<file path="src/rtl/zt_sram.sv">
module zt_sram #(
  parameter int ADDR_W = 4,
  parameter int LANES  = 2,
  parameter int LANE_W = 9
) (
  input  logic                      clk,
  input  logic                      rst_n,
  input  logic                      clk_en_n,
  input  logic                      sel_a_n,
  input  logic                      sel_b_n,
  input  logic                      sel_c,
  input  logic                      wr_n,
  input  logic [LANES-1:0]          lane_we_n,
  input  logic [ADDR_W-1:0]         addr,
  input  logic [LANES*LANE_W-1:0]   d_in,
  output logic [LANES*LANE_W-1:0]   d_out,
  output logic                      d_oe,
  input  logic                      out_en_n,
  input  logic                      sleep,
  input  logic                      pipe_mode
);
  localparam int DATA_W = LANES * LANE_W;
  localparam int DEPTH  = 1 << ADDR_W;

  logic [DATA_W-1:0] mem [DEPTH];

  logic              wr_v1, wr_v2, rd_v1, rd_v2;
  logic [ADDR_W-1:0] wr_a1, wr_a2, rd_a1;
  logic [LANES-1:0]  wr_m1, wr_m2;
  logic [DATA_W-1:0] dout_q;

  wire adv    = ~clk_en_n;
  wire chosen = ~sel_a_n & ~sel_b_n & sel_c & ~sleep;
  wire rd_cmd = chosen & wr_n;
  wire wr_cmd = chosen & ~wr_n;

  wire              wr_go = pipe_mode ? wr_v2 : wr_v1;
  wire [ADDR_W-1:0] wr_ga = pipe_mode ? wr_a2 : wr_a1;
  wire [LANES-1:0]  wr_gm = pipe_mode ? wr_m2 : wr_m1;

  function automatic logic [DATA_W-1:0] lane_merge(input logic [DATA_W-1:0] old_w,
                                                   input logic [DATA_W-1:0] new_w,
                                                   input logic [LANES-1:0]  en);
    logic [DATA_W-1:0] r;
    r = old_w;
    for (int k = 0; k < LANES; k++)
      if (en[k]) r[k*LANE_W +: LANE_W] = new_w[k*LANE_W +: LANE_W];
    return r;
  endfunction

  logic [DATA_W-1:0] array_q, fwd_q;
  assign array_q = mem[rd_a1];

  always_comb begin
    fwd_q = array_q;
    if (pipe_mode && wr_go && (wr_ga == rd_a1))
      fwd_q = lane_merge(array_q, d_in, wr_gm);
  end

  always_ff @(posedge clk or negedge rst_n) begin
    if (!rst_n) begin
      wr_v1 <= 1'b0;
      wr_v2 <= 1'b0;
      rd_v1 <= 1'b0;
      rd_v2 <= 1'b0;
    end else if (adv) begin
      wr_v1 <= wr_cmd;
      wr_v2 <= wr_v1;
      rd_v1 <= rd_cmd;
      rd_v2 <= rd_v1;
    end
  end

  always_ff @(posedge clk) begin
    if (adv) begin
      wr_a1  <= addr;
      wr_m1  <= ~lane_we_n;
      wr_a2  <= wr_a1;
      wr_m2  <= wr_m1;
      rd_a1  <= addr;
      dout_q <= fwd_q;
    end
  end

  always_ff @(posedge clk) begin
    if (adv && wr_go)
      mem[wr_ga] <= lane_merge(mem[wr_ga], d_in, wr_gm);
  end

  wire slot_valid = pipe_mode ? rd_v2 : rd_v1;
  assign d_oe  = slot_valid & ~out_en_n & ~sleep;
  assign d_out = pipe_mode ? dout_q : array_q;

  assert_deselect_R1: assert property (@(posedge clk) disable iff (!rst_n)
    (!clk_en_n && (sel_a_n || sel_b_n || !sel_c)) |=> (!rd_v1 && !wr_v1));

  assert_pipe_latency_R3: assert property (@(posedge clk) disable iff (!rst_n)
    (pipe_mode && !clk_en_n && rd_v1) |=> rd_v2);

  assert_one_cmd_R6: assert property (@(posedge clk) disable iff (!rst_n)
    !(rd_v1 && wr_v1));

  assert_stall_hold_R7: assert property (@(posedge clk) disable iff (!rst_n)
    clk_en_n |=> $stable({rd_v1, rd_v2, wr_v1, wr_v2}));

  assert_sleep_blocks_R9: assert property (@(posedge clk) disable iff (!rst_n)
    (sleep && !clk_en_n) |=> (!rd_v1 && !wr_v1));
endmodule

</file>
<file path="config.mk">
export PLATFORM = sky130hd
export DESIGN_NAME = zt_sram
export DESIGN_NICKNAME = d
export VERILOG_FILES = /design/src/rtl/zt_sram.sv
export SDC_FILE = /design/constraint.sdc
export NUM_CORES = 1
export LEC_CHECK = 0
export ABC_AREA = 1
export BUFFER_PORTS_ARGS = -buffer_cell sky130_fd_sc_hd__buf_2
export CAP_MARGIN = 10
export CORE_MARGIN = 10
export CORE_UTILIZATION = 55
export CTS_BUF_LIST = sky130_fd_sc_hd__clkbuf_8
export DETAILED_ROUTE_END_ITERATION = 10
export PLACE_DENSITY = 0.81
export SLEW_MARGIN = 20
export SYNTH_ARGS = -nofsm -noshare
export SYNTH_HDL_FRONTEND = slang
export SYNTH_SLANG_ARGS = --single-unit
export TNS_END_PERCENT = 100
</file>
<file path="constraint.sdc">
create_clock -name clk -period 2.6 [get_ports clk]
set_input_delay 0.39 -clock clk [delete_from_list [all_inputs] [get_ports clk]]
set_output_delay 0.39 -clock clk [all_outputs]
set_load 0.02 [all_outputs]
</file>
==> metrics.cfg <==
[routing]
via_per_inst = 5.75
drc = 0
detail_route.wl_per_cell_um = 20.7
drt_wl_total_mm = 39.9
dr_total_vias = 11100
drt_iter0_drc = 1539
drtAntennaViolNets = 0
drtPass1Iterations = 7

[yosys]
synth_nets = 1471
yosysWarningCount = 0
synth.avg_cell_area_um2 = 10.0
synth_seq_area_share = 0.676
netlist_instances = 1437
ys_ff_latch = 326
synth_cell_types = 25
syn-cell-area_mm2 = 0.0144

[finish]
nFillCells = 1681
area_growth_syn_to_layout_pct = 18.8
final_cell_mix = 488 x nand2_1, 318 x edfxtp_1, 244 x inv_1
final_cell_area_mm2 = 0.0171
regArea_mm2 = 0.00973
antennaDiodeCount = 0
post-route-util = 0.659
multi_input_area_mm2 = 0.00374
layout_commonest_cell = nand2_1
drive_above_1_share = 0.175
nets = 1590

[grt]
use_met3 = 0.0469
grtUsageMet1 = 0.276
grt_first_pass_wirelength_mm = 55.8
overflow = 0
grt_busiest_layer = met2
track_usage = 0.211
gr-usage-met2 = 0.338
grt_pass1_vias = 10400
grt_max_degree = 73
antenna_found_initial = 1

[cts]
cts_made_buffers = 49
path_clk_slew_ns = 0.07
cts.sinks = 326
htreeDepth = 2
clkLatencyLatePin_ns = 0.59
clockBufferDepth = 3
cts_tree = done
cts_root_buf = clkbuf_8

[worst_setup_path]
crit_type = reg -> out
critPathMaxFanout = 5
worstSetupStartpointType = register
arrival_ns = 2.30
cp-end-kind = primary output
cp.required_ns = 2.21

[timing]
setup_viol = 4
finalCritPeriodShare = 1.03
tightest_slew_ns = 0.754
postLayoutSetupSlackWorst_ns = -0.0868
timing.fmax_mhz = 372
finalHoldViolations = 0
hold_ws_ns = 0.0198
finalMaxSlewViolations = 0
rsz0062_at_grt = yes
worst_slew_margin_rel = 0.496
fin_crit_ns = 2.69
clock_skew_ns = 0.0295

[run]
maxCapViolations = 0

[floorplan]
num_rows = 59
start_util = 0.555
io_pins = 53
die_y_um = 182
coreArea_mm2 = 0.0259
die_x_um = 182
die_area_mm2 = 0.0330

[place]
place_area_mm2 = 0.0151
io_buffers = 52
hpwl_mm = 21.7
routabilityCongestion = 0.875

[pwr]
p_leak_uw = 0.00751
powerDensity_mw_per_mm2 = 662
peakVddDrop_mv = 0.652

[outcome]
status = finished with violations
violations = setup timing

[worst_hold_path]
hp-class = in -> reg

-- routing by layer --
| metal | share of wire | vias up | routed length, um |
|---|---|---|---|
| li1 | - | 4880 | - |
| met1 | 0.37 | 5152 | 14600 |
| met2 | 0.47 | 874 | 18800 |
| met3 | 0.13 | 166 | 5020 |
| met4 | 0.038 | 2 | 1510 |
| met5 | 0.00028 | - | 11 |
-- final timing paths --
kind / from / to / slack [ns] / cells past startpoint
max: register / d_out[6] / -0.09 / 11
max in group asynchronous: rst_n / wr_v2$_DFFE_PN0N_ / 2.31 / 2
max reg2reg: rd_a1[3]$_DFFE_PN_ / mem[12][13]$_DFFE_PP_ / 0.38 / 7
min reg2reg: wr_m1[0]$_DFFE_PN_ / wr_m2[0]$_DFFE_PN_ / 0.45 / 0
min in group asynchronous: rst_n / wr_v1$_DFFE_PN0N_ / 0.16 / 2
min: addr[1] / rd_a1[1]$_DFFE_PN_ / 0.02 / 1
-- stage by stage --
stage | instances | total power, uW | setup slack (ns) | setup TNS, ns
after global placement | 1806 | 7060 | 0.226 | 0
after detailed placement | 1806 | 7090 | 0.148 | 0
after CTS | 1902 | 11000 | -0.0167 | -0.0416
after global routing | 1925 | 11600 | -0.0900 | -0.796
final | 1925 | 11300 | -0.0868 | -0.182
after floorplan | 1437 | 6680 | 0.217 | 0
-- cells by family (layout without fill, tap and decap cells) --
| logic type | count (synthesis) | count (layout) | share of synthesized area |
|---|---|---|---|
| buffers and inverters | 299 | 452 | 0.0872 |
| xor gates and xnor gates | 3 | 3 | 0.00183 |
| DFF | 326 | 326 | 0.676 |
| AOI/OAI and AO/OA | 9 | 9 | 0.00417 |
| and+or+nand+nor | 800 | 800 | 0.230 |
-- Yosys cell counts --
library cell	n	area, um2
dfrtp_1	4	100
nand3b_1	1	7.51
dfxtp_1	4	80.1
nand2_4	2	22.5
buf_2	34	170
o22ai_2	1	12.5
buf_6	8	90.1
xnor2_1	3	26.3
inv_2	3	11.3
a2111oi_0	1	8.76
buf_4	7	52.6
o22ai_1	1	6.26
o31ai_1	1	7.51
a21oi_1	1	5.00
nand3_1	235	1180
buf_1	9	33.8
edfxtp_1	318	9550
clkbuf_1	10	37.5
nor2_1	52	195
clkinv_1	2	7.51
nand2_1	510	1910
inv_4	1	6.26
o21ai_1	1	5.00
inv_1	225	845
o21ai_0	3	15.0
-- worst max-delay path, stage by stage, from the launching register on --
cell and delay (ns):
dfxtp_4 0.37, buf_4 0.16, buf_12 0.14, buf_6 0.15, nand2_1 0.10, nand3_1 0.13
nand3_1 0.15, nand3_2 0.11, nand2_2 0.12, nand2_1 0.06, nand2_1 0.08, buf_4 0.14
-- area by class of cell --
type                            count  share of cell area
Clock buffer                       53              0.0427
Timing Repair inverter              2             0.00117
Inverter                          231              0.0520
Sequential cell                   326               0.570
Clock inverter                     32             0.00923
Timing Repair Buffer              134              0.0816
Tap cell                          335              0.0245
Multi-Input combinational cell    812               0.219
-- sequential cells by signal, indices dropped and copies added, names as in the netlist, named ones only --
name    cells
dout_q     18
mem       288
rd_a1       4
rd_v1       1
rd_v2       1
wr_a2       4
wr_m1       2
wr_m2       2
wr_v1       1
wr_v2       1
-- power breakdown --
part           switching [uW]  internal [uW]  leakage, uW
Combinational            1030            532      0.00401
Sequential               30.2           5840      0.00297
Clock                    1910           1960     0.000528
Total                    2970           8330      0.00751
-- timing repair --
action,4_1_cts,5_1_grt
endpoints found under the hold margin,7,0
resized for setup,42,85
pin swaps,1,22
buffers inserted,2,9
hold buffers,4,0
setup endpoints to repair,18,18
cloned,5,14
(Power assumes the default switching activity.)
